**src/rtl/seg_xlate_pkg.sv**
```systemverilog
package seg_xlate_pkg;
  typedef enum logic [1:0] {
    FLT_NONE    = 2'd0,
    FLT_UNMAP   = 2'd1,
    FLT_BOUNDS  = 2'd2,
    FLT_WRPROT  = 2'd3
  } fault_e;
endpackage

```
**src/rtl/seg_xlate_table.sv**
```systemverilog
module seg_xlate_table #(
  parameter int SEG_BITS = 2,
  parameter int PA_BITS  = 16,
  parameter int LEN_BITS = 13
) (
  input  logic                clk_i,
  input  logic                rst_ni,
  input  logic                we_i,
  input  logic [SEG_BITS-1:0] wr_idx_i,
  input  logic [PA_BITS-1:0]  wr_base_i,
  input  logic [LEN_BITS-1:0] wr_len_i,
  input  logic                wr_map_i,
  input  logic                wr_wren_i,
  input  logic [SEG_BITS-1:0] rd_idx_i,
  output logic [PA_BITS-1:0]  rd_base_o,
  output logic [LEN_BITS-1:0] rd_len_o,
  output logic                rd_map_o,
  output logic                rd_wren_o
);
  localparam int NUM_SEG = 1 << SEG_BITS;

  logic [PA_BITS-1:0]  base_q [NUM_SEG];
  logic [LEN_BITS-1:0] len_q  [NUM_SEG];
  logic [NUM_SEG-1:0]  map_q;
  logic [NUM_SEG-1:0]  wren_q;

  for (genvar g = 0; g < NUM_SEG; g++) begin : g_ent
    always_ff @(posedge clk_i or negedge rst_ni) begin
      if (!rst_ni) begin
        base_q[g] <= '0;
        len_q[g]  <= '0;
        map_q[g]  <= 1'b0;
        wren_q[g] <= 1'b0;
      end else if (we_i && wr_idx_i == SEG_BITS'(g)) begin
        base_q[g] <= wr_base_i;
        len_q[g]  <= wr_len_i;
        map_q[g]  <= wr_map_i;
        wren_q[g] <= wr_wren_i;
      end
    end
  end

  // read returns registered state: same-cycle load is not visible
  assign rd_base_o = base_q[rd_idx_i];
  assign rd_len_o  = len_q[rd_idx_i];
  assign rd_map_o  = map_q[rd_idx_i];
  assign rd_wren_o = wren_q[rd_idx_i];
endmodule

```
**src/rtl/seg_xlate_check.sv**
```systemverilog
module seg_xlate_check
  import seg_xlate_pkg::*;
#(
  parameter int OFF_BITS = 12,
  parameter int PA_BITS  = 16,
  parameter int LEN_BITS = OFF_BITS + 1
) (
  input  logic [OFF_BITS-1:0] offset_i,
  input  logic                write_i,
  input  logic [PA_BITS-1:0]  base_i,
  input  logic [LEN_BITS-1:0] len_i,
  input  logic                map_i,
  input  logic                wren_i,
  output fault_e              fault_o,
  output logic [PA_BITS-1:0]  paddr_o
);
  logic oob, wprot;

  // both tests evaluated in parallel, resolved by priority below
  assign oob   = {1'b0, offset_i} >= len_i;
  assign wprot = write_i && !wren_i;

  always_comb begin
    if (!map_i)     fault_o = FLT_UNMAP;
    else if (oob)   fault_o = FLT_BOUNDS;
    else if (wprot) fault_o = FLT_WRPROT;
    else            fault_o = FLT_NONE;
  end

  assign paddr_o = (fault_o == FLT_NONE) ? base_i + PA_BITS'(offset_i) : '0;
endmodule

```
**src/rtl/seg_xlate.sv**
```systemverilog
module seg_xlate
  import seg_xlate_pkg::*;
#(
  parameter int SEG_BITS = 2,
  parameter int OFF_BITS = 12,
  parameter int PA_BITS  = 16,
  localparam int VA_BITS  = SEG_BITS + OFF_BITS,
  localparam int LEN_BITS = OFF_BITS + 1
) (
  input  logic                clk_i,
  input  logic                rst_ni,
  input  logic                cfg_we_i,
  input  logic [SEG_BITS-1:0] cfg_idx_i,
  input  logic [PA_BITS-1:0]  cfg_base_i,
  input  logic [LEN_BITS-1:0] cfg_len_i,
  input  logic                cfg_map_i,
  input  logic                cfg_wren_i,
  input  logic                req_valid_i,
  input  logic [VA_BITS-1:0]  req_vaddr_i,
  input  logic                req_write_i,
  output logic                rsp_valid_o,
  output logic [PA_BITS-1:0]  rsp_paddr_o,
  output logic [1:0]          rsp_fault_o
);
  logic [SEG_BITS-1:0] seg;
  logic [OFF_BITS-1:0] off;
  logic [PA_BITS-1:0]  ent_base;
  logic [LEN_BITS-1:0] ent_len;
  logic                ent_map, ent_wren;
  fault_e              flt_d;
  logic [PA_BITS-1:0]  paddr_d;

  assign seg = req_vaddr_i[VA_BITS-1 -: SEG_BITS];
  assign off = req_vaddr_i[OFF_BITS-1:0];

  seg_xlate_table #(
    .SEG_BITS(SEG_BITS), .PA_BITS(PA_BITS), .LEN_BITS(LEN_BITS)
  ) table_i (
    .clk_i     (clk_i),
    .rst_ni    (rst_ni),
    .we_i      (cfg_we_i),
    .wr_idx_i  (cfg_idx_i),
    .wr_base_i (cfg_base_i),
    .wr_len_i  (cfg_len_i),
    .wr_map_i  (cfg_map_i),
    .wr_wren_i (cfg_wren_i),
    .rd_idx_i  (seg),
    .rd_base_o (ent_base),
    .rd_len_o  (ent_len),
    .rd_map_o  (ent_map),
    .rd_wren_o (ent_wren)
  );

  seg_xlate_check #(
    .OFF_BITS(OFF_BITS), .PA_BITS(PA_BITS), .LEN_BITS(LEN_BITS)
  ) check_i (
    .offset_i (off),
    .write_i  (req_write_i),
    .base_i   (ent_base),
    .len_i    (ent_len),
    .map_i    (ent_map),
    .wren_i   (ent_wren),
    .fault_o  (flt_d),
    .paddr_o  (paddr_d)
  );

  always_ff @(posedge clk_i or negedge rst_ni) begin
    if (!rst_ni) begin
      rsp_valid_o <= 1'b0;
      rsp_paddr_o <= '0;
      rsp_fault_o <= '0;
    end else begin
      rsp_valid_o <= req_valid_i;
      rsp_paddr_o <= req_valid_i ? paddr_d : '0;
      rsp_fault_o <= req_valid_i ? flt_d : FLT_NONE;
    end
  end
endmodule

```
**config.mk**
```make
export PLATFORM = sky130hd
export DESIGN_NAME = seg_xlate
export DESIGN_NICKNAME = d
export VERILOG_FILES = /design/src/rtl/seg_xlate_pkg.sv /design/src/rtl/seg_xlate_table.sv /design/src/rtl/seg_xlate_check.sv /design/src/rtl/seg_xlate.sv
export SDC_FILE = /design/constraint.sdc
export NUM_CORES = 1
export LEC_CHECK = 0
export ABC_AREA = 0
export BUFFER_PORTS_ARGS = -buffer_cell sky130_fd_sc_hd__buf_4
export CORE_ASPECT_RATIO = 1.75
export CORE_MARGIN = 10
export CORE_UTILIZATION = 55
export CTS_BUF_LIST = sky130_fd_sc_hd__clkbuf_2
export CTS_CLUSTER_DIAMETER = 150
export DETAILED_ROUTE_END_ITERATION = 16
export GPL_ROUTABILITY_DRIVEN = 0
export GPL_TIMING_DRIVEN = 1
export PLACE_DENSITY = 0.84
export SYNTH_ARGS = -nofsm -noshare
export SYNTH_HDL_FRONTEND = slang
export SYNTH_SLANG_ARGS = --single-unit
```
**constraint.sdc**
```tcl
create_clock -name clk_i -period 2.8 [get_ports clk_i]
set_clock_uncertainty 0.2 [all_clocks]
set_input_delay 0.14 -clock clk_i [delete_from_list [all_inputs] [get_ports clk_i]]
set_output_delay 0.14 -clock clk_i [all_outputs]
set_load 0.005 [all_outputs]
```
-- Word-level counts from Yosys, hierarchy flattened
Index checks and enable logic that the tools add are counted.
- logic and storage cells: 51
- register bits: 143
- muxes and demuxes: 16
- add/subtract/negate cells: 1
- bitwise operators: 1
- reduce and logical (&&, ||, !) cells: 8
- eq/ne operators: 3
- order comparisons: 3
- operators by type and width (cell ; number):
    2-to-1 mux 16 bit ; 4
    binary-select mux 16 bit (select 2 bit) ; 1
    binary-select mux 13 bit (select 2 bit) ; 1
    2-to-1 mux 13 bit ; 2
    adder 16 x 12 -> 16 bit ; 1
    greater-or-equal comparator 12 x 13 -> 1 bit ; 1
    2-to-1 mux 2 bit ; 4
    logical AND 1 bit ; 5
    binary-select mux 1 bit (select 2 bit) ; 2
    equality test 2 bit, second input constant ; 2
    zero test 2 bit ; 2
    greater-or-equal comparator 3 bit, second input constant ; 1
    < comparator 2 x 3 -> 1 bit, second input constant ; 1
    inverter 2 -> 3 bit ; 1
    equality test 2 x 1 -> 1 bit, second input constant ; 1
    2-to-1 mux 1 bit ; 2
    zero test 1 bit ; 1

-- Longest topological paths before layout
- depth after elaboration: 10
- gate-level depth with buffers: 12
- gate-level depth less buffers: 9

-- Cells and area by module
A second synthesis with hierarchy kept.
- cell total of the unflattened synthesis: 489
- area, all modules: 7040.5 um2
- by module, submodules not included (module ; cells an instance ; instances ; area each (um2)):
    seg_xlate_table ; 301 ; 1 ; 5331.4
    seg_xlate_check ; 150 ; 1 ; 1092.3
    seg_xlate ; 38 ; 1 ; 616.8

-- Worst setup path before layout
No wires, ideal clock.
- kind: input -> register
- from: in req_vaddr_i[12]
- to: reg rsp_paddr_o[12]
- path buffers: 3
- arrival time: 2.887 ns
- setup slack: -0.373 ns
- cell stages on the path: 12
- setup time: 0.086 ns
- path through: buf_6 -> buf_12 -> buf_2 -> mux4_2 -> ha_1 -> fa_1 -> a211oi_1 -> nor2_1 -> o31ai_1 -> nand3_1 -> and3_1 -> nor3_1
- cells in the longest elaborated chain, start to end: 10
- ends and longest elaborated chain (what ; line ; source):
    from (decl) ; seg_xlate.sv:19 ; input logic [VA_BITS-1:0] req_vaddr_i,
    inverter 2 -> 3 bit (implied by the code) or binary-select mux 1 bit (select 2 bit) (tied branches) ; seg_xlate_table.sv:44, seg_xlate_table.sv:45, seg_xlate_table.sv:47 ;
    binary-select mux 13 bit (select 2 bit) or 2-to-1 mux 1 bit (tied branches) ; seg_xlate_table.sv:45, seg_xlate_table.sv:47 ;
    2-to-1 mux 13 bit (implied by the code) or zero test 1 bit (tied branches) ; seg_xlate_table.sv:45, seg_xlate_check.sv:21 ;
    2-to-1 mux 13 bit (implied by the code) or logical AND 1 bit (tied branches) ; seg_xlate_table.sv:45, seg_xlate_check.sv:21 ;
    greater-or-equal comparator 12 x 13 -> 1 bit or 2-to-1 mux 2 bit (tied branches) ; seg_xlate_check.sv:20, seg_xlate_check.sv:26 ;
    2-to-1 mux 2 bit ; seg_xlate_check.sv:25 ; else if (oob) fault_o = FLT_BOUNDS;
    2-to-1 mux 2 bit ; seg_xlate_check.sv:24 ; if (!map_i) fault_o = FLT_UNMAP;
    zero test 2 bit ; seg_xlate_check.sv:30 ; assign paddr_o = (fault_o == FLT_NONE) ? base_i + PA_BITS'(offset_i) : '0;
    2-to-1 mux 16 bit * ; seg_xlate_check.sv:30 ;
    2-to-1 mux 16 bit * ; seg_xlate.sv:74 ; rsp_paddr_o <= req_valid_i ? paddr_d : '0;
    to (signal assigned) ; seg_xlate.sv:74 ;
    to (decl) ; seg_xlate.sv:22 ; output logic [PA_BITS-1:0] rsp_paddr_o,
Every way passes the cells marked *; elsewhere a longest branch is shown, timed or not. The select of a mux whose other input is x is not followed.
A chain may end at the register's enable or synchronous reset.

-- Worst setup path in the final report
- from: reg table_i.base_q[48] (netlist bit)
- to: reg rsp_paddr_o[10]
- cells in the longest elaborated chain, start to end: 6
- ends and longest elaborated chain (what ; line ; source):
    from (decl) ; seg_xlate_table.sv:22 ; logic [PA_BITS-1:0] base_q [NUM_SEG];
    from (signal, indexed assignment) ; seg_xlate_table.sv:35 ; base_q[g] <= wr_base_i;
    binary-select mux 16 bit (select 2 bit) ; seg_xlate_table.sv:44 ; assign rd_base_o = base_q[rd_idx_i];
    2-to-1 mux 16 bit (implied by the code) (2 in a row) ; seg_xlate_table.sv:44 ;
    adder 16 x 12 -> 16 bit ; seg_xlate_check.sv:30 ;
    2-to-1 mux 16 bit ; seg_xlate_check.sv:30 ;
    2-to-1 mux 16 bit ; seg_xlate.sv:74 ;
No other way between the ends. The select of a mux whose other input is x is not followed.

==> impl_metrics.ini <==
[die]
core_area_mm2 = 0.0124
die-height_um = 168
die_x_um = 105
die_area_mm2 = 0.0176
placement_rows = 54
initial_core_util_pct = 55.8
pin_count = 71

[timing]
max_freq_mhz = 338
timing.final.crit_period_ns = 2.95
hold-worst-slack_ns = 0.0579
slew_of_the_pin_with_the_lowest_slew_margin_ns = 0.700
post-route-worst-setup-slack_ns = -0.155
setup_viol_count_final = 3
slew_headroom_pct = 53.3
slew_viol_final = 0
unrepaired_setup_endpoints_after_global_routing = true
timing.final.hold_violations = 0
final_min_period_over_clock_period_pct = 106

[hold_path]
hold-path-cell-count = 3
hold_end = table_i.len_q[36]
hold_path_startpoint = cfg_len_i[10]
worstHoldPathType = in -> reg

[outcome]
status = finished, violations left
violations = setup timing

[worst_setup_path]
worst-setup-path-type = reg -> reg
critical_path.endpoint_type = flip-flop
critical_path_peak_fanout = 2
crit_arrival_ns = 3.36
crit-reg2reg-launch = table_i.base_q[48]
worstSetupStartpointType = flip-flop
worstReg2RegEnd = rsp_paddr_o[10]
regToRegSetupSlack_ns = -0.15
cell_count_of_the_worst_reg_to_reg_path = 11
worstPathRequired_ns = 3.20

[detailed_routing]
post-route-drc-count = 0
post_drt_wl_per_cell_um = 20.0
wirelength_mm = 17.1
postRouteAntennaNets = 0
vias = 4830
detailedRoute.firstIterationViolations = 248
first_pass_iters = 4
post_drt_via_cell_ratio = 5.66

[layout]
fillCellCount = 771
finish.utilization_pct = 73.9
drive_above_1_share_pct = 46.3
filler_free_cell_count_of_the_finished_design = 854
layout.nets = 750
multi_input_comb_area_mm2 = 0.00329
storage_cell_area_mm2 = 0.00358
post_synthesis_to_final_layout_area_growth_pct = 32.4
finish.instance_area_mm2 = 0.00914

[pwr]
comb_power_share_pct = 33.0
cellPowerDensity_mw_per_mm2 = 611
power.static_leakage_uw = 0.00408
power_switching_uw = 1700
p_int_uw = 3880
vdd_drop_max_uv = 393
fraction_of_power_spent_switching_nets_pct = 30.5
pwr-share-clk_pct = 20.0
seqPwrFrac_pct = 47.0

[global_routing]
grt_antenna_before_repair = 1
grt_start_max_net_pins = 77
global_route_wire_length_before_repair_mm = 26.9
grt_overflow = 0
grt_util_all_layers_pct = 19.2
grt_pass1_vias = 5505

[place]
dpl.cell_count = 722
post_dp_cell_area_mm2 = 0.00783
pre_cts_slack_ns = -0.137
io_buffers = 70
dp_hpwl_mm = 10.8

[synthesis]
synth_seq_cells = 143
synth_edf_count = 0
synthArstFlopShare_pct = 100
synth.lib_cells_used.distinct = 42
postSynthCellCount = 471
ys.warnings.count = 0
mappedNetlistNets = 548
seq_area_frac_synth_pct = 51.8
synth_flop_cell = dfrtp_1
summed_instance_area_of_the_synthesized_netlist_mm2 = 0.00690
synthesized_area_divided_by_synthesized_cell_count_um2 = 14.7

[clock_tree]
clk_latency_ns = 0.70
cts_buffers = 17
cts.clk_slew.worst_paths_ns = 0.19
clockBufferDepth = 2
tritoncts = done
cts_htree_levels = 4
clock-root-buffer = clkbuf_2
cts_num_sinks = 143

[job]
maxCapViolCount = 0
-- synthesized netlist by cell type (all sizes together) (4+ instances only) --
| library cell | number | share of area [%] |
|---|---|---|
| nor2 | 20 | 1.1 |
| buf | 20 | 1.6 |
| a21o | 6 | 0.65 |
| nand3b | 4 | 0.44 |
| nand2 | 7 | 0.38 |
| nand3 | 8 | 0.58 |
| ha | 24 | 4.4 |
| a211oi | 6 | 0.65 |
| a21oi | 18 | 1.6 |
| xnor2 | 5 | 0.63 |
| mux2 | 124 | 20 |
| inv | 16 | 0.87 |
| mux4 | 31 | 11 |
| o21ai | 8 | 0.58 |
| dfrtp | 143 | 52 |
-- cell families (layout without fill, tap and decap cells) --
group                      Yosys count  count (layout)  synth area share [%]
AOI/OAI and AO/OA                   51              51                  5.11
xor gates and xnor gates             7               7                 0.888
adders and majority gates           25              25                  4.64
buffers and inverters               36             249                  2.52
DFF                                143             143                  51.8
muxes                              156             156                  30.9
other                                0               1                     0
and+or+nand+nor                     53              54                  4.08
-- layout by cell type (no fill, tap or decap), types with 3 or more instances in the layout --
master / instances
clkinv_1: 3
mux4_2: 24
buf_4: 105
ha_4: 3
nand2b_1: 3
inv_1: 15
a21oi_2: 9
clkbuf_2: 19
nand3b_1: 4
nand2_1: 7
mux4_1: 7
clkinv_2: 3
dlygate4sd3_1: 90
a211oi_1: 3
a21o_1: 6
o21ai_0: 6
a21oi_1: 9
dfrtp_1: 143
buf_6: 5
nand3_1: 7
ha_1: 21
nor2_1: 19
mux2_2: 124
xnor2_1: 5
-- critical path, cell delays in order (launching register included) --
cell      delay (ns)
dfrtp_1         0.42
mux4_2          0.50
ha_4            0.19
fa_2            0.37
a211oi_4        0.27
nor2_2          0.10
o31ai_2         0.26
buf_4           0.17
buf_4           0.11
a21oi_2         0.04
xnor2_1         0.17
nor2_1          0.06
-- per-stage QoR --
stage / power, uW / TNS (ns)
floorplan: 3630 / -0.185
global placement: 4070 / -0.251
detailed placement: 4190 / -0.802
CTS: 5490 / -0.0665
global route: 5880 / -0.951
finish: 5580 / -0.430
-- layout make-up --
type | count | share of cell area (%)
Clock buffer | 19 | 1.04
Tap cell | 168 | 2.30
Sequential cell | 143 | 39.1
Clock inverter | 12 | 1.31
Inverter | 16 | 0.657
Antenna cell | 1 | 0.0274
Multi-Input combinational cell | 293 | 36.0
Timing Repair Buffer | 202 | 19.5
-- flip-flops by register name (all words and copies together) (netlist names) --
| name | cells |
|---|---|
| table_i.map_q | 4 |
| table_i.len_q | 52 |
| rsp_valid_o | 1 |
| table_i.base_q | 64 |
| rsp_paddr_o | 16 |
| table_i.wren_q | 4 |
| rsp_fault_o | 2 |
-- repair_timing --
| item | CTS | global route |
|---|---|---|
| setup buffers | 7 | 4 |
| gates cloned | 1 | 0 |
| endpoints found under the hold margin | 286 | 14 |
| setup endpoints to repair | 9 | 16 |
| pin swaps | 9 | 19 |
| hold buffers | 85 | 6 |
| gates resized for setup | 9 | 18 |
-- power groups by stage --
stage / registers (uW) / logic [uW] / clock network [uW]
floorplan: 2590 / 1040 / 0
global placement: 2610 / 1450 / 0
detailed placement: 2660 / 1530 / 0
CTS: 2610 / 1740 / 1140
global route: 2660 / 1990 / 1220
finish: 2620 / 1840 / 1120
-- how the worst max path moves through the flow --
stage,end,start,slack [ns]
after floorplan,rsp_paddr_o[12],req_vaddr_i[12],-0.08
after global placement,rsp_paddr_o[13],req_vaddr_i[12],-0.06
after detailed placement,rsp_paddr_o[13],req_vaddr_i[12],-0.14
after CTS,rsp_paddr_o[12],table_i.base_q[48],-0.04
after global routing,rsp_paddr_o[14],table_i.base_q[48],-0.26
final,rsp_paddr_o[10],table_i.base_q[48],-0.15
-- metal layers --
metal / GRT usage, % / wire [um]
met5: 0 / 0
met4: 11.9 / 531
met3: 4.32 / 686
met2: 34.7 / 9380
met1: 19.6 / 6470
Power figures use the tool's default switching activity.
